## src/rtl/rcr_pkg.sv

```systemverilog
package rcr_pkg;
  localparam int N_SRC   = 7;
  localparam int DATA_W  = 32;
  localparam int ADDR_W  = 2;
  localparam int MIR_LSB = 16;
  localparam int RSV_BIT = 23;
  localparam int POR_IDX = 6;

  typedef enum logic [ADDR_W-1:0] {
    A_REASON = 2'd0,
    A_CLEAR  = 2'd1,
    A_STATUS = 2'd2,
    A_HOLE   = 2'd3
  } rcr_addr_e;

  // cause index -> bit position in the older layout
  function automatic int legacy_pos(input int idx);
    case (idx)
      0: return 1;
      1: return 2;
      2: return 3;
      3: return 0;
      4: return 5;
      5: return 4;
      default: return 6;
    endcase
  endfunction

  function automatic logic [DATA_W-1:0] legacy_view(input logic [N_SRC-1:0] c);
    logic [DATA_W-1:0] r;
    r = '0;
    for (int i = 0; i < N_SRC; i++) r[legacy_pos(i)] = c[i];
    return r;
  endfunction

  function automatic logic [DATA_W-1:0] status_view(input logic [DATA_W-1:0] gp,
                                                     input logic [N_SRC-1:0] mir);
    logic [DATA_W-1:0] r;
    r = gp;
    r[MIR_LSB +: N_SRC] = mir;
    r[RSV_BIT] = 1'b0;
    return r;
  endfunction
endpackage

```

## src/rtl/rcr_sticky_bits.sv

```systemverilog
module rcr_sticky_bits #(
  parameter int           W       = 7,
  parameter logic [W-1:0] RST_VAL = '0
) (
  input  logic         clk,
  input  logic         por_n,
  input  logic [W-1:0] set,
  input  logic         load,
  input  logic [W-1:0] load_val,
  input  logic         clr,
  output logic [W-1:0] q
);
  for (genvar i = 0; i < W; i++) begin : g_bit
    always_ff @(posedge clk or negedge por_n) begin
      if (!por_n)        q[i] <= RST_VAL[i];
      else if (set[i])   q[i] <= 1'b1;
      else if (load)     q[i] <= load_val[i];
      else if (clr)      q[i] <= 1'b0;
    end

    // hardware set always lands, whatever software does
    a_r2_set_lands: assert property (@(posedge clk) disable iff (!por_n)
      set[i] |=> q[i]);
    // nothing touches the bit -> it holds
    a_r3_bit_holds: assert property (@(posedge clk) disable iff (!por_n)
      (!set[i] && !load && !clr) |=> $stable(q[i]));
  end
endmodule

```

## src/rtl/rcr_gp_word.sv

```systemverilog
module rcr_gp_word #(
  parameter int W       = 32,
  parameter int MIR_LSB = 16,
  parameter int MIR_W   = 7,
  parameter int RSV_BIT = 23
) (
  input  logic         clk,
  input  logic         por_n,
  input  logic         we,
  input  logic [W-1:0] wdata,
  output logic [W-1:0] q
);
  for (genvar i = 0; i < W; i++) begin : g_bit
    if ((i >= MIR_LSB && i < MIR_LSB + MIR_W) || i == RSV_BIT) begin : g_none
      assign q[i] = 1'b0;
    end else begin : g_ff
      always_ff @(posedge clk or negedge por_n) begin
        if (!por_n)  q[i] <= 1'b0;
        else if (we) q[i] <= wdata[i];
      end
    end
  end

  // only a software write changes the general-purpose bits
  a_r7_hw_untouched: assert property (@(posedge clk) disable iff (!por_n)
    !we |=> $stable(q));
endmodule

```

## src/rtl/rcr_read_mux.sv

```systemverilog
module rcr_read_mux
  import rcr_pkg::*;
(
  input  logic [ADDR_W-1:0] addr,
  input  logic [N_SRC-1:0]  cause,
  input  logic [DATA_W-1:0] gp,
  input  logic [N_SRC-1:0]  mir,
  output logic [DATA_W-1:0] rdata
);
  always_comb begin
    case (rcr_addr_e'(addr))
      A_REASON: rdata = legacy_view(cause);
      A_STATUS: rdata = status_view(gp, mir);
      default:  rdata = '0;
    endcase
  end
endmodule

```

## src/rtl/rst_cause_recorder.sv

```systemverilog
module rst_cause_recorder
  import rcr_pkg::*;
(
  input  logic              clk,
  input  logic              por_n,
  input  logic [N_SRC-1:0]  rst_evt,
  input  logic [ADDR_W-1:0] bus_addr,
  input  logic              bus_we,
  input  logic [DATA_W-1:0] bus_wdata,
  output logic [DATA_W-1:0] bus_rdata
);
  localparam logic [N_SRC-1:0] POR_ONLY = N_SRC'(1) << POR_IDX;

  logic              wr_clear;
  logic              wr_status;
  logic [N_SRC-1:0]  cause_q;
  logic [N_SRC-1:0]  mir_q;
  logic [DATA_W-1:0] gp_q;

  assign wr_clear  = bus_we && (bus_addr == A_CLEAR) && bus_wdata[0];
  assign wr_status = bus_we && (bus_addr == A_STATUS);

  rcr_sticky_bits #(.W(N_SRC), .RST_VAL(POR_ONLY)) u_cause (
    .clk(clk), .por_n(por_n), .set(rst_evt), .load(1'b0),
    .load_val('0), .clr(wr_clear), .q(cause_q));

  rcr_sticky_bits #(.W(N_SRC), .RST_VAL(POR_ONLY)) u_mirror (
    .clk(clk), .por_n(por_n), .set(rst_evt), .load(wr_status),
    .load_val(bus_wdata[MIR_LSB +: N_SRC]), .clr(1'b0), .q(mir_q));

  rcr_gp_word #(.W(DATA_W), .MIR_LSB(MIR_LSB), .MIR_W(N_SRC), .RSV_BIT(RSV_BIT)) u_gp (
    .clk(clk), .por_n(por_n), .we(wr_status), .wdata(bus_wdata), .q(gp_q));

  rcr_read_mux u_rd (
    .addr(bus_addr), .cause(cause_q), .gp(gp_q), .mir(mir_q), .rdata(bus_rdata));

  // a clear with no concurrent event empties the cause view
  a_r5_clear_empties: assert property (@(posedge clk) disable iff (!por_n)
    (wr_clear && rst_evt == '0) |=> (bus_addr != A_REASON || bus_rdata == '0));
  // status write loads the mirror when no event competes
  a_r8_mirror_load: assert property (@(posedge clk) disable iff (!por_n)
    (wr_status && rst_evt == '0) |=> mir_q == $past(bus_wdata[MIR_LSB +: N_SRC]));
  // clearing the cause view spares the mirror
  a_r8_clear_spares: assert property (@(posedge clk) disable iff (!por_n)
    (wr_clear && rst_evt == '0) |=> $stable(mir_q));
  // reserved bit and unused address read zero
  a_r9_rsv_zero: assert property (@(posedge clk) disable iff (!por_n)
    (bus_addr == A_STATUS) |-> !bus_rdata[RSV_BIT]);
  a_r9_hole_zero: assert property (@(posedge clk) disable iff (!por_n)
    (bus_addr == A_HOLE) |-> bus_rdata == '0);
endmodule

```

## config.mk

```make
export PLATFORM = sky130hd
export DESIGN_NAME = rst_cause_recorder
export DESIGN_NICKNAME = d
export VERILOG_FILES = /design/src/rtl/rcr_pkg.sv /design/src/rtl/rcr_sticky_bits.sv /design/src/rtl/rcr_gp_word.sv /design/src/rtl/rcr_read_mux.sv /design/src/rtl/rst_cause_recorder.sv
export SDC_FILE = /design/constraint.sdc
export NUM_CORES = 1
export LEC_CHECK = 0
export BUFFER_PORTS_ARGS = -buffer_cell sky130_fd_sc_hd__buf_2
export CORE_ASPECT_RATIO = 0.9
export CORE_MARGIN = 4
export CORE_UTILIZATION = 46
export DETAILED_ROUTE_END_ITERATION = 10
export PLACE_DENSITY = 0.75
export SLEW_MARGIN = 20
export SYNTH_ARGS = -nofsm -noshare
export SYNTH_HDL_FRONTEND = slang
export SYNTH_SLANG_ARGS = --single-unit
```

## constraint.sdc

```tcl
create_clock -name clk -period 1.68 [get_ports clk]
set_clock_uncertainty 0.15 [all_clocks]
set_input_delay 0.336 -clock clk [delete_from_list [all_inputs] [get_ports clk]]
set_output_delay 0.336 -clock clk [all_outputs]
set_load 0.005 [all_outputs]
```

After elaboration in Yosys (flattened, before gate mapping)
Index checks and enable logic that the tools add are counted.
{"block": "classes", "reduce_logical": 25, "bitwise": 1, "muxes": 50, "magnitude_cmp": 14, "eq_ne": 2}
{"cell": "$ge A32 B1 Y1 const B", "n": 7}
{"cell": "$lt A32 B7 Y1 const B", "n": 7}
{"cell": "$mux W32", "n": 7}
{"cell": "$bwmux W32", "n": 6}
{"cell": "$pmux W32 S2", "n": 1}
{"cell": "$demux W1 S5", "n": 7}
{"cell": "$and A32 B32 Y32", "n": 1}
{"cell": "$mux W1", "n": 29}
{"cell": "$reduce_bool A2 Y1", "n": 14}
{"cell": "$logic_and A1 B1 Y1", "n": 10}
{"cell": "$eq A2 B1 Y1 const B", "n": 1}
{"cell": "$eq A2 B2 Y1 const B", "n": 1}
{"cell": "$logic_not A2 Y1", "n": 1}
{"block": "totals", "word_cells": 130, "output_inout_bits": 32, "in_bits": 44, "register_bits": 38}

Logic depth before layout (Yosys ltp)
Gate-level depths: netlist (run 1).
{"block": "logic_depth", "word_depth": 14, "mapped_depth": 4}

Modules after synthesis
From an unflattened synthesis (run 1), not the netlist that was laid out.
{"block": "hier_totals", "cells_unflattened": 140, "area_unflattened_um2": 1941.9}
{"mod": "rcr_gp_word", "n_inst": 1, "cells_each": 60, "seq_area_each_um2": 600.6, "area_per_inst_um2": 1061.0}
{"mod": "rcr_sticky_bits", "n_inst": 2, "cells_each": 16, "seq_area_each_um2": 176.4, "area_per_inst_um2": 265.3}
{"mod": "rcr_read_mux", "n_inst": 1, "cells_each": 45, "seq_area_each_um2": 0.0, "area_per_inst_um2": 326.6}
{"mod": "rst_cause_recorder", "n_inst": 1, "cells_each": 3, "seq_area_each_um2": 0.0, "area_per_inst_um2": 23.8}

Worst setup path after synthesis (run 1)
Ideal clock, no wire load.
{"block": "synth_timing", "path_type": "input-to-output", "start": "in bus_addr[0]", "end": "out bus_rdata[10]", "setup_slack_ns": 0.142, "n_path_buf": 2, "arrival_ns": 1.052, "path_stages": 4, "required_time_ns": 1.194, "path_cell_list": "buf_6 > and2b_4 > clkbuf_1 > and2_1"}
{"block": "synth_between", "elab_chain_len": 2}
{"item": "from (decl)", "line": "rst_cause_recorder.sv:7", "source": "input logic [ADDR_W-1:0] bus_addr,"}
{"item": "$eq A2 B2 Y1 / $logic_not A2 Y1 (equally long branches)", "line": "rcr_read_mux.sv:11", "source": "case (rcr_addr_e'(addr))"}
{"item": "$pmux W32 S2 (*)", "line": "rcr_read_mux.sv:11"}
{"item": "to (decl)", "line": "rst_cause_recorder.sv:10", "source": "output logic [DATA_W-1:0] bus_rdata"}
Every way passes the cells marked *; elsewhere a longest branch is shown, timed or not.

Worst setup path in the final report (run 1)
{"block": "layout_timing", "start": "in bus_addr[0]", "end": "out bus_rdata[31]"}
Same word-level chain as after synthesis.

==> results of run 1 <==
## where the power goes
part	leakage (nW)	internal [mW]	switching (mW)
Combinational	0.674	0.228	0.153
Sequential	0.416	1.04	0.0595
Clock	0.0455	0.334	0.291
Total	1.14	1.60	0.503
## flip-flops by register name (all words and copies together), names as in the netlist
name / cells
u_mirror.q: 7
u_cause.q: 7
u_gp.q: 24
## cell families (layout without fill, tap and decap cells)
| kind of cell | Yosys count | after routing | share of synthesized area [%] |
|---|---|---|---|
| multiplexers | 31 | 31 | 19.4 |
| other | 1 | 1 | 0.213 |
| AO/OA/AOI/OAI | 14 | 14 | 6.98 |
| buffers and inverters | 9 | 88 | 4.48 |
| AND/OR/NAND/NOR | 41 | 42 | 14.7 |
| flip-flops | 38 | 38 | 54.2 |
## layout by cell type, fill, tap and decap left out
cell type,Yosys,routed
sky130_fd_sc_hd__a21o_1,7,7
sky130_fd_sc_hd__a221o_1,7,7
sky130_fd_sc_hd__and2_1,31,31
sky130_fd_sc_hd__and2b_2,0,1
sky130_fd_sc_hd__and2b_4,1,1
sky130_fd_sc_hd__buf_12,0,3
sky130_fd_sc_hd__buf_2,0,73
sky130_fd_sc_hd__buf_4,2,3
sky130_fd_sc_hd__clkbuf_1,2,2
sky130_fd_sc_hd__clkbuf_8,0,6
sky130_fd_sc_hd__conb_1,1,1
sky130_fd_sc_hd__dfrtp_1,36,36
sky130_fd_sc_hd__dfstp_2,2,2
sky130_fd_sc_hd__dlygate4sd3_1,0,1
sky130_fd_sc_hd__mux2_2,24,24
sky130_fd_sc_hd__mux2i_1,7,7
sky130_fd_sc_hd__nand3b_4,1,1
sky130_fd_sc_hd__nand4b_1,1,1
sky130_fd_sc_hd__nor2_1,7,7
## stage by stage
step | util (%) | instances
3_5_place_dp | 59.0 | 250
4_1_cts | 61.7 | 259
2_1_floorplan | - | 134
6_report | 61.9 | 260
3_3_place_gp | 59.0 | 250
5_1_grt | 61.9 | 260
## Yosys cell counts
| master | n |
|---|---|
| sky130_fd_sc_hd__conb_1 | 1 |
| sky130_fd_sc_hd__clkbuf_1 | 2 |
| sky130_fd_sc_hd__dfstp_2 | 2 |
| sky130_fd_sc_hd__nor2_1 | 7 |
| sky130_fd_sc_hd__dfrtp_1 | 36 |
| sky130_fd_sc_hd__buf_6 | 5 |
| sky130_fd_sc_hd__nand4b_1 | 1 |
| sky130_fd_sc_hd__mux2i_1 | 7 |
| sky130_fd_sc_hd__buf_4 | 2 |
| sky130_fd_sc_hd__a21o_1 | 7 |
| sky130_fd_sc_hd__nand3b_4 | 1 |
| sky130_fd_sc_hd__and2_1 | 31 |
| sky130_fd_sc_hd__mux2_2 | 24 |
| sky130_fd_sc_hd__and2b_4 | 1 |
| sky130_fd_sc_hd__a221o_1 | 7 |
## layout make-up
type | instances | area share (%)
clock buffer | 8 | 3.93
timing repair buffer | 80 | 20.0
tap | 46 | 2.51
multi-input combinational | 88 | 32.0
sequential | 38 | 41.6
## metal layers
layer	GRT usage [%]	wire, µm
met5	0	0
met4	4.84	23
met3	6.18	390
met2	29.9	1980
met1	20.0	1620
## worst max-delay path by stage
stage,start,endpoint,slack [ns]
after floorplan,bus_addr[0],bus_rdata[10],0.14
after global placement,bus_addr[0],bus_rdata[10],0.02
after detailed placement,bus_addr[0],bus_rdata[15],-0.007
after CTS,bus_addr[0],bus_rdata[24],-0.01
after global routing,u_cause.q[6],bus_rdata[6],0.02
final,bus_addr[0],bus_rdata[31],0.07
## what timing repair did
item / in CTS / in global routing
gates resized for setup: 0 / 1
setup buffers: 0 / 0
gates cloned: 0 / 1
hold buffers: 1 / 0
endpoints found under the setup margin: 6 / 24
hold endpoints to repair: 13 / 0
==> impl_results.md, run 1 <==
- Run status: finished clean
- Worst hold stages: 2
- Synthesized Nets: 178
- Aggregate global routing overflow: 0
- CP top delay family: simple AND/OR/NAND/NOR gates
- Layout cells sized above 1: 53.3%
- Number of vias after detailed routing: 1,294
- Max-slew violation count: 0
- I/O Buffers: 73
- Multi-input combinational cell area: 734 µm²
- Ys Warns: 0
- Worst Path Buf+Inv: 2
- Cell Pwr Density: 918 mW/mm²
- Die height: 66.6 µm
- Sequential cell area in the final layout: 953 µm²
- Placement Cell Area: 0.00218 mm²
- DIE WIDTH: 73.2 µm
- Crit path launch type: input port
- MaxCap Viol Count: 0
- Aggregate negative setup slack: 0 ns
- Area added between synthesis and finish: 30.5%
- Classification of the worst setup path: in -> out
- CP Max Fanout: 15
- Effective utilization at floorplan: 47.5%
- Root Buffer: sky130_fd_sc_hd__clkbuf_8
- Global-route wire length before repair: 6440 µm
- Kind of capture point of the worst setup path: primary output
- Hold EP: u_cause.q[1]
- Setup violations, final: 0
- Reg2reg start: u_mirror.q[0]
- IR drop worst, VDD: 0.490 mV
- Final Critical Period: 1.61 ns
- Pin count of the biggest net entering global routing: 32
- Synth top area cells: sky130_fd_sc_hd__dfrtp_1 51%, sky130_fd_sc_hd__mux2_2 15%, sky130_fd_sc_hd__and2_1 11%
- Unrepaired setup endpoints after global routing: false
- Avg Cell Area, Syn: 13.1 µm²
- Stages on worst setup path: 4
- Worst min-delay path category: in -> reg
- Estimated wirelength of the detail-placed design: 2930 µm
- Clock buffer count from CTS: 5
- Final hold violation count: 0
- Post-route DRC violation count: 0
- Area of the die: 0.00488 mm²
- DR vias/cell: 4.98
- Total Nets Final: 257
- Worst-case setup slack after placement: -0.00669 ns
- Upper clock frequency limit: 620 MHz
- Count of cells along the worst register-to-register path: 1
- Area share of the largest cell type after synthesis: 51.2%
- Critical path cell sequence: buf_2, and2b_2, and2_1, buf_2
- Total number of placement rows: 21
- Number of top-level pins: 76
- DRT Pass-1 Iters: 4
- Cell count after synthesis: 134
- Number of global-route vias before repair: 1,413
- Critical path's most frequent cell: sky130_fd_sc_hd__buf_2
- Routed wirelength normalized by instance count: 15.4 µm
- Portion of the post-synthesis area used by sequential elements: 54.2%
- DRT iter0 DRCs: 64
- Worst reg2reg endpoint: u_mirror.q[0]
- Sink Count: 38
- Antenna fix cells: 0
- Worst skew pair latency: 0.28 ns
- Arrival time of the worst setup path: 1.13 ns
- Register-to-register setup slack: 0.72 ns
- Delay of the slowest cell on the worst path: 0.38 ns
- Clock-pin slew on the worst setup and hold paths: 0.07 ns
- Flops & latches, synth: 38
- Hold Startpoint: rst_evt[1]
- Antenna violation net count after detailed routing: 0
- Floorplan Core Area: 0.00370 mm²
- Worst Path Required: 1.19 ns
- All-layer global routing usage: 17.3%
- Clock tree from TritonCTS: yes
- Final Routed Wirelength: 4010 µm
- Final period utilization: 95.9%
- Crit path setup slack, layout: 0.0682 ns
- Post-layout power: 2.11 mW
- H-tree Lvls: 2
- Number of antenna violations at the first check in global routing: 0
- Maximum number of buffers from clock root to sink: 2
- Slowest stage cell on the critical path: sky130_fd_sc_hd__and2b_2
- Largest area contributor in the synthesized netlist: sky130_fd_sc_hd__dfrtp_1
- Leakage power of the design: 1.14 nW
- Finished Cell Area: 0.00229 mm²
- Layout filler cell count: 311
- Number of distinct library cell variants in the gate-level netlist after synthesis: 15
- Tightest hold margin: 0.0936 ns
- Cell area after synthesis: 0.00176 mm²
- Last weighted congestion value of the routability-driven placer: 0.819
Note: power is estimated with default switching activity, not from simulation.
==> run 2: changes to the inputs <==
Clock period 1.68 ns to 2 ns, I/O delays scaled along.
==> run 2 against run 1 <==
Against the previous run: the flow now finishes with violations (negative hold slack); register-to-register slack improved by 0.32 ns; non-clock buffer count fell by 3; combinational power shrank 21%; sequential power decreased by 16%; final area decreased by 3.1%; utilization down 1.9 points; die area did not move; final cell count decreased by 1.5%; routed wire length shrank 5.7%; worst hold slack worse by 0.095 ns; clock-buffer cell count fell by 1.
==> impl_results.md, run 2 (synthesis results as in run 1) <==
- Run status: complete, but fails checks
- Violated checks: negative hold slack
- Number of vias after detailed routing: 1,294 (unchanged)
- Critical path's most frequent cell: sky130_fd_sc_hd__buf_2
- Area of the die: 0.00488 mm² (unchanged)
- Delay of the slowest cell on the worst path: 0.44 ns (+0.06 ns)
- Final Critical Period: 1.78 ns
- Global-route wire length before repair: 6210 µm (-3.6%)
- Layout cells sized above 1: 53.3% (+0.062 points)
- Total Nets Final: 253 (-1.6%)
- Worst skew pair latency: 0.28 ns (about the same)
- Die height: 66.6 µm (unchanged)
- Crit path setup slack, layout: 0.216 ns (+0.148 ns)
- Register-to-register setup slack: 1.04 ns (+0.32 ns)
- Leakage power of the design: 1.10 nW (-2.7%)
- Slowest stage cell on the critical path: sky130_fd_sc_hd__and2b_4
- Antenna violation net count after detailed routing: 0 (unchanged)
- Unrepaired setup endpoints after global routing: false
- Post-route DRC violation count: 0 (unchanged)
- CP Max Fanout: 31 (+16)
- Final period utilization: 89.2%
- Sink Count: 38 (unchanged)
- Buffers inserted by post-CTS timing repair: 0 (unchanged)
- Top flop regs: u_gp.q x24, u_cause.q x7, u_mirror.q x7
- Maximum number of buffers from clock root to sink: 2 (unchanged)
- Pin count of the biggest net entering global routing: 32 (unchanged)
- DIE WIDTH: 73.2 µm (unchanged)
- MaxCap Viol Count: 0 (unchanged)
- Count of cells along the worst register-to-register path: 1 (unchanged)
- Most frequent cells in the layout: 73 x sky130_fd_sc_hd__buf_2, 36 x sky130_fd_sc_hd__dfrtp_1, 31 x sky130_fd_sc_hd__and2_1, 24 x sky130_fd_sc_hd__mux2_2
- Clock-pin slew on the worst setup and hold paths: 0.07 ns (about the same)
- Resize count post-CTS: 0 (unchanged)
- Worst-case setup slack after placement: 0.125 ns (+0.132 ns)
- Classification of the worst setup path: in -> out
- Floorplan Core Area: 0.00370 mm² (unchanged)
- Number of buffers inserted for hold repair after clock tree synthesis: 0 (-1)
- Number of top-level pins: 76 (unchanged)
- Antenna fix cells: 0 (unchanged)
- Cell Pwr Density: 790 mW/mm² (-14%)
- Critical path cell sequence: buf_2, and2b_4, and2_1, buf_2
- IR drop worst, VDD: 0.448 mV (-8.4%)
- Aggregate global routing overflow: 0 (unchanged)
- CP top delay family: simple AND/OR/NAND/NOR gates
- Worst min-delay path category: in -> async
- Placement Cell Area: 0.00213 mm² (-2.4%)
- Effective utilization at floorplan: 47.5% (unchanged)
- Tightest hold margin: -0.00129 ns (-0.0949 ns)
- H-tree Lvls: 2 (unchanged)
- Upper clock frequency limit: 561 MHz
- Number of antenna violations at the first check in global routing: 0 (unchanged)
- Routed wirelength normalized by instance count: 14.8 µm (-4.2%)
- Finished Cell Area: 0.00222 mm² (-3.1%)
- Most frequent standard cell in the layout excluding fill and tap cells: sky130_fd_sc_hd__buf_2
- Arrival time of the worst setup path: 1.23 ns (+0.10 ns)
- Number of global-route vias before repair: 1,393 (-1.4%)
- Actual transition at the worst max-transition pin: 0.683 ns
- Total number of placement rows: 21 (unchanged)
- Kind of capture point of the worst setup path: primary output
- DRT iter0 DRCs: 66 (+3.1%)
- DRT Pass-1 Iters: 4 (unchanged)
- Area added between synthesis and finish: 26.5%
- Max-slew violation count: 0 (unchanged)
- I/O Buffers: 73 (unchanged)
- DR vias/cell: 5.05 (+1.6%)
- Rel. slew slack: 54.5%
- Aggregate negative setup slack: 0 ns (unchanged)
- Clock tree from TritonCTS: yes
- Stages on worst setup path: 4 (unchanged)
- All-layer global routing usage: 16.9% (-0.40 points)
- Crit path launch type: input port
- Most flops, register: u_gp.q
- Worst Path Required: 1.45 ns (+0.26 ns)
- Estimated wirelength of the detail-placed design: 2770 µm (-5.5%)
- Final hold violation count: 1 (+1)
- Worst Path Buf+Inv: 2 (unchanged)
- Setup violations, final: 0 (unchanged)
- Last weighted congestion value of the routability-driven placer: 0.765 (-6.6%)
- Final Routed Wirelength: 3780 µm (-5.7%)
- Root Buffer: sky130_fd_sc_hd__clkbuf_8
- Number of flip-flops under the largest register name: 24 (unchanged)
- Clock buffer count from CTS: 5 (unchanged)
[run 2: cell count changes in the layout (fill, tap and decap cells not counted), sizes merged]
cell,before,now
and2b,2,1
buf,79,77
clkbuf,8,7
clkinv,0,1
dlygate4sd3,1,0
[run 2: cell type report]
| class | count | area, µm² |
|---|---|---|
| clock inverters | 1 | 5.00 |
| multi-input cells | 87 | 726 |
| clock buffers | 7 | 86.3 |
| repair buffers | 77 | 395 |
| fillers | 306 | 1480 |
| flip-flops and latches | 38 | 953 |
| well taps | 46 | 57.6 |
[run 2: through the flow]
step / total power [mW] / cells / util (%)
final: 1.76 / 256 / 60.0
after global routing: 1.86 / 256 / 60.0
after floorplan: 1.10 / 134 / -
after global placement: 1.22 / 248 / 57.5
after CTS: 1.79 / 256 / 60.0
after detailed placement: 1.25 / 248 / 57.5
[run 2: power by group]
part	internal [mW]	switching, mW	leakage, nW
logic	0.180	0.122	0.640
clock network	0.278	0.254	0.0482
registers	0.873	0.0484	0.416
[run 2: path summary, 6_finish.rpt]
check	startpoint	to
max in group asynchronous	por_n	u_gp.q[6]
worst max-delay path	bus_addr[0]	bus_rdata[24]
worst min register to register	u_cause.q[4]	u_cause.q[4]
worst min-delay path	por_n	u_mirror.q[5]
min in group clk	rst_evt[5]	u_cause.q[5]
worst max register to register	u_mirror.q[1]	u_mirror.q[1]
[run 2: layer usage]
layer | global-route usage [%] | routed length, µm | vias to the layer above
met5 | 0 | 0 | -
met4 | 6.68 | 30 | 0
met3 | 5.28 | 346 | 5
met2 | 28.8 | 1870 | 51
met1 | 19.5 | 1540 | 634
li1 | - | - | 604
==> run 3: changes to the inputs <==
Settings changed: PLACE_DENSITY 0.75 to 0.73, SETUP_SLACK_MARGIN from default to 0.3, SYNTH_HIERARCHICAL from default to 1.
==> run 3 against run 2 <==
Against the previous run: the flow now finishes without violations; die area up 6.0%; non-clock buffer count rose by 1; sequential power rose by 2.4%; flip-flop and latch count is the same; global-route usage rose by 2.1 points; clock-buffer cell count rose by 1; area after synthesis increased by 6.8%; via count rose by 1.2%; highest routed layer unchanged.
==> impl_results.md, run 3 <==
- Classification of the worst setup path: in -> out
- Clock buffer count from CTS: 5 (unchanged)
- Total number of placement rows: 21 (unchanged)
- Cell count after synthesis: 131 (-2.2%)
- Clock tree from TritonCTS: yes
- Estimated wirelength of the detail-placed design: 3270 µm (+18%)
- Pin count of the biggest net entering global routing: 39 (+22%)
- Register-to-register setup slack: 1.02 ns (-0.02 ns)
- Worst Path Required: 1.45 ns (about the same)
- Kind of capture point of the worst setup path: primary output
- Arrival time of the worst setup path: 1.12 ns (-0.11 ns)
- Clock power frac: 28.6% (-1.7 points)
- Rel. slew slack: 42.8% (-12 points)
- Leakage power of the design: 1.23 nW (+12%)
- NetSw: 463 µW (+8.9%)
- Area of the die: 0.00517 mm² (+6.0%)
- Most flops, register: u_gp/q
- Worst-case setup slack after placement: 0.151 ns (+0.0252 ns)
- Run status: finished clean
- Layout filler cell count: 320 (+4.6%)
- Maximum number of buffers from clock root to sink: 2 (unchanged)
- Number of global-route vias before repair: 1,446 (+3.8%)
- CP Max Fanout: 6 (-81%)
- Crit path launch type: input port
- Avg Cell Area, Syn: 14.3 µm² (+9.3%)
- Worst skew pair latency: 0.28 ns (about the same)
- I/O Buffers: 73 (unchanged)
- Max-slew violation count: 0 (unchanged)
- Switching Fraction: 24.7% (+0.55 points)
- Final Critical Period: 1.67 ns (-0.116 ns)
- Worst min-delay path category: in -> async
- Reg power frac: 50.5% (-2.0 points)
- Final Routed Wirelength: 4570 µm (+21%)
- Final hold violation count: 0 (-1)
- Actual transition at the worst max-transition pin: 0.858 ns (+0.175 ns)
- Antenna violation net count after detailed routing: 0 (unchanged)
- Area added between synthesis and finish: 28.0%
- Multi-input combinational cell area: 870 µm² (+20%)
- Die height: 68.6 µm (+3.0%)
- Number of antenna violations at the first check in global routing: 0 (unchanged)
- Aggregate global routing overflow: 0 (unchanged)
- MaxCap Viol Count: 0 (unchanged)
- Ys Warns: 6 (+6)
- Global-route wire length before repair: 7190 µm (+16%)
- Worst reg2reg endpoint: u_cause/q[2]
- Root Buffer: sky130_fd_sc_hd__clkbuf_8
- Most frequent cells in the layout: 72 x sky130_fd_sc_hd__buf_2, 36 x sky130_fd_sc_hd__dfrtp_1, 20 x sky130_fd_sc_hd__mux2_4, 14 x sky130_fd_sc_hd__a221o_1, 13 x sky130_fd_sc_hd__and2_2
- Aggregate negative setup slack: 0 ns (unchanged)
- Routed wirelength normalized by instance count: 17.4 µm (+17%)
- Antenna fix cells: 0 (unchanged)
- Cell Pwr Density: 778 mW/mm² (-1.5%)
- All-layer global routing usage: 19.0% (+2.1 points)
- Post-route DRC violation count: 0 (unchanged)
- DR vias/cell: 4.98 (-1.5%)
- Number of top-level pins: 76 (unchanged)
- Count of cells along the worst register-to-register path: 1 (unchanged)
- Unrepaired setup endpoints after global routing: true
- Effective utilization at floorplan: 49.0% (+1.5 points)
- Sequential cell area in the final layout: 953 µm² (unchanged)
- Reg2reg start: u_cause/q[2]
- Most frequent standard cell in the layout excluding fill and tap cells: sky130_fd_sc_hd__buf_2
- Total Nets Final: 260 (+2.8%)
- Floorplan Core Area: 0.00384 mm² (+3.5%)
- Post-layout util: 62.7% (+2.7 points)
- Number of vias after detailed routing: 1,309 (+1.2%)
- Top flop regs: u_gp/q x24, u_cause/q x7, u_mirror/q x7
- Internal power: 1.41 mW (+5.7%)
- DRT iter0 DRCs: 35 (-47%)
- Setup violations, final: 0 (unchanged)
- DRT Pass-1 Iters: 4 (unchanged)
- Cell area after synthesis: 0.00188 mm² (+6.8%)
- DIE WIDTH: 75.4 µm (+3.0%)
- Clock-pin slew on the worst setup and hold paths: 0.07 ns (about the same)
- Final period utilization: 83.4% (-5.8 points)
- H-tree Lvls: 2 (unchanged)
- Number of buffers inserted for hold repair after clock tree synthesis: 0 (unchanged)
- Layout cells sized above 1: 59.4% (+6.1 points)
- Crit path setup slack, layout: 0.332 ns (+0.116 ns)
- Upper clock frequency limit: 599 MHz (+6.9%)
- IR drop worst, VDD: 0.512 mV (+14%)
- Sink Count: 38 (unchanged)
- Number of flip-flops under the largest register name: 24 (unchanged)
- Last weighted congestion value of the routability-driven placer: 0.766 (+0.12%)
- Part of the power in combinational logic: 20.9% (+3.7 points)
-- run 3: how the worst max path moves through the flow --
stage                       from       endpoint  cells past startpoint
floorplan            bus_addr[0]  bus_rdata[11]                      4
finish               bus_addr[1]  bus_rdata[24]                      5
detailed placement   bus_addr[0]  bus_rdata[17]                      4
global route        u_cause/q[6]   bus_rdata[6]                      3
CTS                  bus_addr[1]   bus_rdata[5]                      5
global placement     bus_addr[0]  bus_rdata[19]                      4
-- run 3: area by class of cell --
class | instances | share of cell area [%]
sequential | 38 | 39.6
multi-input combinational | 93 | 36.2
timing repair buffer | 78 | 18.1
clock buffer | 8 | 3.75
tap | 46 | 2.39
-- run 3: power by group through the flow --
stage / combinational, mW / sequential [mW] / clock [mW]
floorplan: 0.255 / 0.935 / 0
global placement: 0.360 / 0.949 / 0
detailed placement: 0.376 / 0.959 / 0
CTS: 0.390 / 0.945 / 0.547
global route: 0.428 / 0.958 / 0.581
finish: 0.391 / 0.944 / 0.535
-- run 3: stage by stage --
stage | cells | area (µm²) | hold slack [ns] | power (mW)
floorplan | 139 | 1910 | -0.0456 | 1.19
global placement | 251 | 2250 | 0.330 | 1.31
detailed placement | 251 | 2250 | 0.334 | 1.33
CTS | 262 | 2390 | 0.0929 | 1.88
global route | 263 | 2400 | 0.149 | 1.97
finish | 263 | 2400 | 0.0765 | 1.87
-- run 3: worst max-delay path: stages --
cell and delay (ns):
sky130_fd_sc_hd__buf_2 0.14, sky130_fd_sc_hd__nor2b_4 0.14, sky130_fd_sc_hd__buf_4 0.14, sky130_fd_sc_hd__and2_2 0.18, sky130_fd_sc_hd__buf_2 0.12
-- run 3: what timing repair did --
action | CTS | global route
gates cloned | 1 | 1
endpoints found under the setup margin | 24 | 14
resized for setup | 2 | 2
buffers inserted | 2 | 0
-- run 3: metal layers --
layer,global-route usage [%],up-vias,routed length [µm]
met1,21.8,632,1860
met2,34.6,42,2340
met3,5.07,7,302
met4,5.46,0,62
li1,-,628,-
met5,0,-,0
